==> config.mk <==
export PLATFORM = sky130hd
export DESIGN_NAME = cpu_clk_ctrl
export DESIGN_NICKNAME = d
export VERILOG_FILES = /design/src/rtl/cpu_clk_ctrl_pkg.sv /design/src/rtl/cpu_clk_cfg.sv /design/src/rtl/cpu_clk_div.sv /design/src/rtl/cpu_clk_osc.sv /design/src/rtl/cpu_clk_ctrl.sv
export SDC_FILE = /design/constraint.sdc
export NUM_CORES = 1
export LEC_CHECK = 0
export CAP_MARGIN = 20
export CORE_ASPECT_RATIO = 1.25
export CORE_MARGIN = 1.5
export CORE_UTILIZATION = 40
export CTS_CLUSTER_SIZE = 16
export DETAILED_ROUTE_END_ITERATION = 12
export DONT_BUFFER_PORTS = 1
export PLACE_DENSITY = 0.51
export SETUP_SLACK_MARGIN = 0.15
export SLEW_MARGIN = 20
export SYNTH_ARGS = -nofsm -noshare
export SYNTH_HDL_FRONTEND = slang
export SYNTH_SLANG_ARGS = --single-unit
==> constraint.sdc <==
create_clock -name clk_i -period 2.1 [get_ports clk_i]
set_clock_uncertainty 0.15 [all_clocks]
set_input_delay 0.525 -clock clk_i [delete_from_list [all_inputs] [get_ports clk_i]]
set_output_delay 0.525 -clock clk_i [all_outputs]
set_load 0.05 [all_outputs]
==> src/rtl/cpu_clk_ctrl_pkg.sv <==
// Shared types for the CPU clock control unit.
// Assumes: the divider code width is fixed here for all users.
package cpu_clk_ctrl_pkg;
    localparam int CFG_DIV_W = 3;

    typedef enum logic {
        SRC_HS = 1'b0,
        SRC_RO = 1'b1
    } clk_src_e;

    typedef struct packed {
        clk_src_e               src;
        logic [CFG_DIV_W-1:0]   div;
    } clk_cfg_t;
endpackage

==> src/rtl/cpu_clk_cfg.sv <==
// Pending clock configuration slot.
// Holds the last accepted source/divider request and drops any request that
// the chosen source cannot run at.
// Assumes: divider code n means divide by 2^n.
module cpu_clk_cfg
    import cpu_clk_ctrl_pkg::*;
#(
    parameter int HS_MAX_LOG2 = 4,
    parameter int RO_MAX_LOG2 = 1
) (
    input  logic                 clk_i,
    input  logic                 rst_ni,
    input  logic                 cfg_we_i,
    input  logic                 cfg_src_i,
    input  logic [CFG_DIV_W-1:0] cfg_div_i,
    output clk_cfg_t             pend_o
);
    localparam logic [CFG_DIV_W-1:0] HS_LIM = CFG_DIV_W'(HS_MAX_LOG2);
    localparam logic [CFG_DIV_W-1:0] RO_LIM = CFG_DIV_W'(RO_MAX_LOG2);

    clk_cfg_t pend_q;
    logic     hs_ok;
    logic     ro_ok;
    logic     req_ro;
    logic     accept;

    // Legality of the incoming request for its own source.
    always_comb begin
        req_ro = (clk_src_e'(cfg_src_i) == SRC_RO);
        hs_ok  = (cfg_div_i <= HS_LIM);
        ro_ok  = (cfg_div_i <= RO_LIM);
        accept = cfg_we_i && hs_ok && (!req_ro || ro_ok);
    end

    // Capture accepted requests into the pending slot.
    always_ff @(posedge clk_i) begin
        if (!rst_ni) begin
            pend_q <= '{src: SRC_HS, div: '0};
        end else if (accept) begin
            pend_q <= '{src: clk_src_e'(cfg_src_i), div: cfg_div_i};
        end
    end

    assign pend_o = pend_q;


    ro_div_reject_chk: assert property (@(posedge clk_i) disable iff (!rst_ni)
        (cfg_we_i && cfg_src_i && (cfg_div_i > RO_LIM)) |=> $stable(pend_q));


    code_reject_chk: assert property (@(posedge clk_i) disable iff (!rst_ni)
        (cfg_we_i && (cfg_div_i > HS_LIM)) |=> $stable(pend_q));
endmodule

==> src/rtl/cpu_clk_div.sv <==
// Tick generator: counts strobes of the running source and emits one tick per
// divided period. The pending setting is committed only at the tick that
// closes a period. A switch to the ring oscillator also waits until the
// oscillator enable is already on.
// Assumes: the strobes are one cycle wide and synchronous to clk_i.
module cpu_clk_div
    import cpu_clk_ctrl_pkg::*;
#(
    parameter int HS_MAX_LOG2 = 4,
    parameter int RO_MAX_LOG2 = 1
) (
    input  logic     clk_i,
    input  logic     rst_ni,
    input  logic     hs_pulse_i,
    input  logic     ro_pulse_i,
    input  logic     ro_ready_i,
    input  clk_cfg_t pend_i,
    output logic     tick_o,
    output logic     act_ro_o
);
    localparam int              CNT_W  = (HS_MAX_LOG2 < 1) ? 1 : HS_MAX_LOG2;
    localparam logic [CNT_W:0]  ONE    = (CNT_W+1)'(1);
    localparam logic [CFG_DIV_W-1:0] RO_LIM = CFG_DIV_W'(RO_MAX_LOG2);

    clk_cfg_t         act_q;
    logic [CNT_W-1:0] cnt_q;
    logic             tick_q;
    logic             src_pulse;
    logic [CNT_W:0]   last_cnt;
    logic             period_end;
    logic             swap_ok;

    // Strobe of the running source and end-of-period detection.
    always_comb begin
        src_pulse  = (act_q.src == SRC_RO) ? ro_pulse_i : hs_pulse_i;
        last_cnt   = (ONE << act_q.div) - ONE;
        period_end = src_pulse && ({1'b0, cnt_q} == last_cnt);
        swap_ok    = !((pend_i.src == SRC_RO) && !ro_ready_i);
    end

    // Period counter, tick register and boundary commit of the setting.
    always_ff @(posedge clk_i) begin
        if (!rst_ni) begin
            act_q  <= '{src: SRC_HS, div: '0};
            cnt_q  <= '0;
            tick_q <= 1'b0;
        end else begin
            tick_q <= period_end;
            if (period_end) begin
                cnt_q <= '0;
            end else if (src_pulse) begin
                cnt_q <= cnt_q + CNT_W'(1);
            end
            if (period_end && swap_ok) begin
                act_q <= pend_i;
            end
        end
    end

    assign tick_o   = tick_q;
    assign act_ro_o = (act_q.src == SRC_RO);


    commit_on_tick_chk: assert property (@(posedge clk_i) disable iff (!rst_ni)
        !$stable(act_q) |-> tick_q);


    ro_switch_ready_chk: assert property (@(posedge clk_i) disable iff (!rst_ni)
        $rose(act_q.src) |-> $past(ro_ready_i));


    ro_div_range_chk: assert property (@(posedge clk_i) disable iff (!rst_ni)
        (act_q.src == SRC_RO) |-> (act_q.div <= RO_LIM));


    tick_width_chk: assert property (@(posedge clk_i) disable iff (!rst_ni)
        (tick_q && !src_pulse) |=> !tick_q);
endmodule

==> src/rtl/cpu_clk_osc.sv <==
// Ring-oscillator mode register and enable gate.
// The register is REG_W bits wide, with the stop bit at STOP_BIT and all
// other bits reading zero. The enable drops only when the strap permits it
// and neither the running nor the requested source is the ring oscillator.
// Assumes: byte write beats set, and set beats clear, in the same cycle.
module cpu_clk_osc #(
    parameter int REG_W    = 8,
    parameter int STOP_BIT = 0
) (
    input  logic             clk_i,
    input  logic             rst_ni,
    input  logic             reg_we_i,
    input  logic [REG_W-1:0] reg_wdata_i,
    input  logic             bit_set_i,
    input  logic             bit_clr_i,
    input  logic             stop_allow_i,
    input  logic             act_ro_i,
    input  logic             pend_ro_i,
    output logic [REG_W-1:0] reg_rdata_o,
    output logic             ro_en_o
);
    localparam logic [REG_W-1:0] STOP_MASK = REG_W'(1) << STOP_BIT;

    logic stop_q;
    logic ro_en_q;
    logic wr_bit;
    logic may_stop;

    // Stop bit value carried by a byte write, and the stop-permission condition.
    always_comb begin
        wr_bit   = |(reg_wdata_i & STOP_MASK);
        may_stop = stop_allow_i && !act_ro_i && !pend_ro_i;
    end

    // Stop bit storage with byte, set and clear accesses.
    always_ff @(posedge clk_i) begin
        if (!rst_ni) begin
            stop_q <= 1'b0;
        end else if (reg_we_i) begin
            stop_q <= wr_bit;
        end else if (bit_set_i) begin
            stop_q <= 1'b1;
        end else if (bit_clr_i) begin
            stop_q <= 1'b0;
        end
    end

    // Registered oscillator enable.
    always_ff @(posedge clk_i) begin
        if (!rst_ni) begin
            ro_en_q <= 1'b1;
        end else begin
            ro_en_q <= !(may_stop && stop_q);
        end
    end

    // Read data: stop bit in place, every other bit zero.
    for (genvar i = 0; i < REG_W; i++) begin : g_rd
        if (i == STOP_BIT) begin : g_stop
            assign reg_rdata_o[i] = stop_q;
        end else begin : g_zero
            assign reg_rdata_o[i] = 1'b0;
        end
    end

    assign ro_en_o = ro_en_q;


    bit_set_chk: assert property (@(posedge clk_i) disable iff (!rst_ni)
        (bit_set_i && !reg_we_i) |=> reg_rdata_o[STOP_BIT]);


    bit_clr_chk: assert property (@(posedge clk_i) disable iff (!rst_ni)
        (bit_clr_i && !bit_set_i && !reg_we_i) |=> !reg_rdata_o[STOP_BIT]);


    strap_hold_chk: assert property (@(posedge clk_i) disable iff (!rst_ni)
        !stop_allow_i |=> ro_en_o);


    ro_in_use_chk: assert property (@(posedge clk_i) disable iff (!rst_ni)
        (act_ro_i || pend_ro_i) |=> ro_en_o);
endmodule

==> src/rtl/cpu_clk_ctrl.sv <==
// CPU clock control unit top level.
// Joins the pending configuration slot, the tick generator and the ring
// oscillator mode register. All inputs are synchronous to clk_i.
// Assumes: source edges arrive as one-cycle strobes.
module cpu_clk_ctrl
    import cpu_clk_ctrl_pkg::*;
#(
    parameter int HS_MAX_LOG2 = 4,
    parameter int RO_MAX_LOG2 = 1,
    parameter int REG_W       = 8,
    parameter int STOP_BIT    = 0
) (
    input  logic                 clk_i,
    input  logic                 rst_ni,
    input  logic                 hs_pulse_i,
    input  logic                 ro_pulse_i,
    input  logic                 stop_allow_i,
    input  logic                 cfg_we_i,
    input  logic                 cfg_src_i,
    input  logic [CFG_DIV_W-1:0] cfg_div_i,
    input  logic                 reg_we_i,
    input  logic [REG_W-1:0]     reg_wdata_i,
    input  logic                 bit_set_i,
    input  logic                 bit_clr_i,
    output logic [REG_W-1:0]     reg_rdata_o,
    output logic                 cpu_tick_o,
    output logic                 ro_en_o
);
    clk_cfg_t pend;
    logic     act_ro;
    logic     pend_ro;
    logic     ro_en;

    assign pend_ro = (pend.src == SRC_RO);

    cpu_clk_cfg #(
        .HS_MAX_LOG2(HS_MAX_LOG2),
        .RO_MAX_LOG2(RO_MAX_LOG2)
    ) u_cfg (
        .clk_i     (clk_i),
        .rst_ni    (rst_ni),
        .cfg_we_i  (cfg_we_i),
        .cfg_src_i (cfg_src_i),
        .cfg_div_i (cfg_div_i),
        .pend_o    (pend)
    );

    cpu_clk_div #(
        .HS_MAX_LOG2(HS_MAX_LOG2),
        .RO_MAX_LOG2(RO_MAX_LOG2)
    ) u_div (
        .clk_i      (clk_i),
        .rst_ni     (rst_ni),
        .hs_pulse_i (hs_pulse_i),
        .ro_pulse_i (ro_pulse_i),
        .ro_ready_i (ro_en),
        .pend_i     (pend),
        .tick_o     (cpu_tick_o),
        .act_ro_o   (act_ro)
    );

    cpu_clk_osc #(
        .REG_W   (REG_W),
        .STOP_BIT(STOP_BIT)
    ) u_osc (
        .clk_i        (clk_i),
        .rst_ni       (rst_ni),
        .reg_we_i     (reg_we_i),
        .reg_wdata_i  (reg_wdata_i),
        .bit_set_i    (bit_set_i),
        .bit_clr_i    (bit_clr_i),
        .stop_allow_i (stop_allow_i),
        .act_ro_i     (act_ro),
        .pend_ro_i    (pend_ro),
        .reg_rdata_o  (reg_rdata_o),
        .ro_en_o      (ro_en)
    );

    assign ro_en_o = ro_en;


    reset_quiet_chk: assert property (@(posedge clk_i)
        !rst_ni |=> (!cpu_tick_o && ro_en_o && (reg_rdata_o == '0)));
endmodule

* Word-level counts from Yosys, hierarchy flattened *
Index checks and enable logic that the tools add are counted.

storage, ports and cells
  bits of input ports = 21
  output and inout bits = 10
  register bits = 15

operators by class
  equal/unequal tests = 1
  reductions and logical operators = 17
  bitwise logic cells = 1
  muxes and demuxes = 4
  $add $sub $neg = 2
  shift-type cells = 1
  magnitude comparators = 2

operators with widths
  operator                                              number
  logical AND 1 bit                                     8
  logical NOT 1 bit                                     6
  == test 4 x 5 -> 1 bit                                1
  left shift 1 x 3 -> 5 bit (first input constant)      1
  subtractor 5 x 1 -> 5 bit (second input constant)     1
  adder 4 x 1 -> 4 bit (second input constant)          1
  2-to-1 mux 1 bit                                      4
  <= comparator 3 x 1 -> 1 bit (second input constant)  1
  <= comparator 3 bit (second input constant)           1
  nonzero test 3 bit                                    1
  OR reduction 2 bit                                    1
  logical OR 1 bit                                      1
  inverter 1 bit                                        1

* Logic depth before layout (Yosys ltp) *
  depth after elaboration = 5
  depth in mapped cells = 5
  mapped depth without buffers = 5

* Modules after synthesis *
Synthesis repeated with hierarchy kept, for this count alone.

unflattened totals
  cell total of the unflattened synthesis = 87
  area total of the unflattened synthesis = 810.8 um^2

by module, submodules not included
  module       cells an instance  times used  area each (um^2)  seq. area each (um^2)
  cpu_clk_div  57                 1           500.5             180.2
  cpu_clk_cfg  14                 1           160.2             80.1
  cpu_clk_osc  16                 1           150.1             40.0

* Least setup slack after synthesis *
No wires, ideal clock.

  path kind = register to register
  start point = register u_div.cnt_q[2]
  end point = register u_div.act_q[0] in the netlist's numbering
  data required time = 1.878 ns
  slack = 0.239 ns
  buffers on the path = 0
  cell stages (with the launch flop) = 6
  period minus slack after synthesis = 1.861 ns
  arrival = 1.639 ns
  path through = dfxtp_1 or4_1 o221ai_1 o2bb2ai_2 nor3_4 mux2i_1

between the ends
  word-level cells in the longest chain between the ends = 3

ends and longest elaborated chain
  what                    line               RTL
  from (decl)             cpu_clk_div.sv:26  logic [CNT_W-1:0] cnt_q;
  from (signal assigned)  cpu_clk_div.sv:52  cnt_q <= cnt_q + CNT_W'(1);
  == test 4 x 5 -> 1 bit  cpu_clk_div.sv:37  period_end = src_pulse && ({1'b0, cnt_q} == last_cnt);
  logical AND 1 bit       cpu_clk_div.sv:37
  logical AND 1 bit       cpu_clk_div.sv:54  if (period_end && swap_ok) begin
  to (signal assigned)    cpu_clk_div.sv:44  act_q <= '{src: SRC_HS, div: '0};
  to (signal assigned)    cpu_clk_div.sv:55  act_q <= pend_i;
  to (decl)               cpu_clk_div.sv:25  clk_cfg_t act_q;

Every way passes these cells.
A chain may end at the register's enable or synchronous reset.

* Final worst setup path *
  start point = register u_div.act_q[1] in the netlist's numbering
  end point = register u_div.act_q[1] in the netlist's numbering

between the ends
  word-level cells in the longest chain between the ends = 5

ends and longest elaborated chain
  what                       line               RTL
  left shift 1 x 3 -> 5 bit  cpu_clk_div.sv:36  last_cnt = (ONE << act_q.div) - ONE;
  subtractor 5 x 1 -> 5 bit  cpu_clk_div.sv:36
  == test 4 x 5 -> 1 bit     cpu_clk_div.sv:37
  logical AND 1 bit          cpu_clk_div.sv:37
  logical AND 1 bit          cpu_clk_div.sv:54

Every way passes these cells.

==> results by group <==
Status
  • Status: finished clean

Timing
  • Final Setup Violations: 0
  • RSZ-0062 raised after global routing: yes
  • Setup tns final: 0 ps
  • Tcrit/Tclk final: 0.8901
  • Slew headroom: 0.6402
  • Final Hold Viols: 0
  • Fin crit period: 1869 ps
  • Max-slew violation count: 0
  • Max Freq: 0.5350 GHz
  • Worst slew pin tran: 524.7 ps
  • Hold slack: 186.2 ps

Cells and area
  • Final non-filler cell total: 129
  • Share of cells above drive strength 1: 0.1835
  • Synth-to-Final Area Change: 11.24%
  • Final Util: 0.4684
  • # diodes: 0
  • Most frequent cells in the layout: nand2_1 (23), dfxtp_1 (13), o21ai_0 (8)
  • # fillers: 208
  • Final #Nets: 132
  • Design area: 928.4 µm²
  • Most common cell after layout, fill and taps aside: nand2_1

Routing
  • Drt pass-1 iters: 4
  • Vias: 675
  • DRC errors left: 0
  • Vias per inst: 5.233
  • Routed WL: 1440 µm
  • First DRT Iteration DRCs: 6
  • Final antenna-violating net count: 0
  • DR WL/cell: 11.16 µm

Worst setup path
  • CP arrival: 1920 ps
  • Crit-path max FO: 7
  • Kind of critical path: flop to flop
  • WP data required: 2150 ps
  • Crit path capture type: flop
  • Setup crit start kind: flop

Placed design
  • Buffers added on ports: 0
  • Dpl cell area: 852.1 µm²
  • DP HPWL: 1126 µm
  • GP Congestion: 0.8176
  • Post-placement cell count: 124

Pwr
  • PD cells: 670.9 nW/µm²
  • LEAKAGE: 0.3674 nW
  • Peak supply drop: 0.3623 mV

CTS
  • Clk Latency, worst-skew pair: 270 ps
  • Clock-pin slew on the worst setup and hold paths: 80 ps
  • CTS tree: done
  • Worst-case clock buffer depth: 2
  • Inserted Clock Buffers: 3
  • Clock sink total: 15
  • Cts hold-fix bufs: 0
  • Clock root buffer: clkbuf_4
  • Clock H-tree levels: 1

Worst hold path
  • Hold crit path type: input pin to flop

Synth
  • Sequential fraction of the synthesis area: 0.3598
  • Synth Area in Adders: 0.01499
  • Mux cell area share after synthesis: 0.06147
  • Netlist Area Pre-Place: 834.6 µm²
  • Mapped Cells: 103
  • XOR/XNOR Fraction of Synth Area: 0
  • Largest family of logic cells by synthesized area: simple AND/OR/NAND/NOR gates
  • Simple-Gate Fraction of Synth Area: 0.2699
  • Number of distinct library cells after synthesis: 29
  • Register bit total from synthesis: 15
  • Synth Area in Compound Gates: 0.1949
  • Syn Area/Cell: 8.102 µm²
  • Yosys warns: 0

Floorplan
  • Core area: 1982 µm²
  • Height of the die: 54.07 µm
  • Die width: 43.86 µm
  • Die Area: 2371 µm²
  • Initial core utilization: 0.4211
  • I/O Pins: 31
  • # rows: 18

Global routing
  • First-pass GRT wire length: 2435 µm
  • Largest net degree at the start of global routing: 20
  • Initial antenna violation count: 0
  • GRT Overall Usage: 0.1363
  • Number of global-route vias before repair: 570
  • Total gr overflow: 0

Run
  • Max-Cap Viols: 0
per-stage QoR:
stage	worst slack (ps)	total power, W
4_1_cts	217.3	0.0006235
6_report	230.8	0.0006228
3_3_place_gp	190.9	0.0004609
3_5_place_dp	166.4	0.0004623
5_1_grt	136.6	0.0006686
2_1_floorplan	239.3	0.0004516
synth_stat cells:
master | n | area, µm²
o311a_2 | 1 | 11.26
and4bb_2 | 1 | 12.51
nand4_1 | 2 | 12.51
o21bai_1 | 1 | 7.510
buf_4 | 8 | 60.06
mux2i_1 | 4 | 40.04
a31oi_1 | 2 | 12.51
conb_1 | 1 | 3.750
and4b_2 | 1 | 11.26
o211ai_1 | 1 | 7.510
o2bb2ai_2 | 1 | 15.01
mux2_2 | 1 | 11.26
a21oi_1 | 3 | 15.01
and2_1 | 1 | 6.260
o21ai_0 | 8 | 40.04
inv_1 | 3 | 11.26
a21boi_0 | 6 | 45.04
o221ai_1 | 1 | 8.760
nor3_4 | 1 | 16.27
nor4_1 | 1 | 6.260
nand3_1 | 1 | 5.000
nor2_1 | 7 | 26.28
clkbuf_1 | 2 | 7.510
ha_1 | 1 | 12.51
nand2_1 | 23 | 86.33
nor2b_1 | 2 | 12.51
dfxtp_1 | 15 | 300.3
nor3b_1 | 2 | 15.01
or4_1 | 2 | 15.01
routing by layer:
| layer | up-vias | GRT usage | wire [µm] |
|---|---|---|---|
| li1 | 358 | - | - |
| met1 | 305 | 0.1680 | 651 |
| met2 | 10 | 0.2279 | 733 |
| met3 | 2 | 0.02685 | 47 |
| met4 | 0 | 0.06061 | 7 |
| met5 | - | 0 | 0 |
layout make-up:
type | instances | area, µm² | share of cell area
multi-input cells | 81 | 515.5 | 0.5553
clock buffers | 4 | 26.28 | 0.02830
repair buffers | 6 | 45.04 | 0.04852
flip-flops and latches | 15 | 305.3 | 0.3288
well taps | 20 | 25.02 | 0.02695
inverters | 3 | 11.26 | 0.01213
critical path: stages (launching register included):
cell and delay, ps:
dfxtp_4 370, or4_1 520, a21boi_2 180, o2bb2ai_4 110
nor3_4 270, mux2i_1 190
sequential cells by signal, indices dropped and copies added, names as in the netlist:
register / flops
u_div.act_q: 3
u_div.tick_o: 1
u_cfg.pend_o: 4
u_osc.ro_en_o: 1
u_osc.stop_q: 1
u_div.cnt_q: 4
u_div.act_ro_o: 1
timing repair:
item,CTS,global route
buffers inserted,0,1
setup endpoints to repair,2,4
pin swaps,1,4
resized for setup,0,9
report_power, final:
part	internal [W]	switching [W]	total (W)
clock network	0.0000735	0.0000841	0.000158
registers	0.000299	0.0000251	0.000324
logic	0.0000592	0.0000821	0.000141
kinds of logic after synthesis:
family,Yosys count
other,1
buffers and inverters,13
muxes,5
AOI/OAI and AO/OA,24
adders and majority gates,1
DFF,15
and+or+nand+nor,44
path summary, 6_finish.rpt:
path / start / depth (start not counted) / slack (ps) / to
hold / removal: rst_ni / 1 / 190 / u_osc.ro_en_o
hold reg to reg: u_cfg.pend_o[2] / 2 / 320 / u_div.act_q[2]
setup / recovery: u_div.act_q[1] / 5 / 230 / u_div.act_q[1]
setup reg to reg: u_div.act_q[1] / 5 / 230 / u_div.act_q[1]
(Power assumes the default switching activity.)
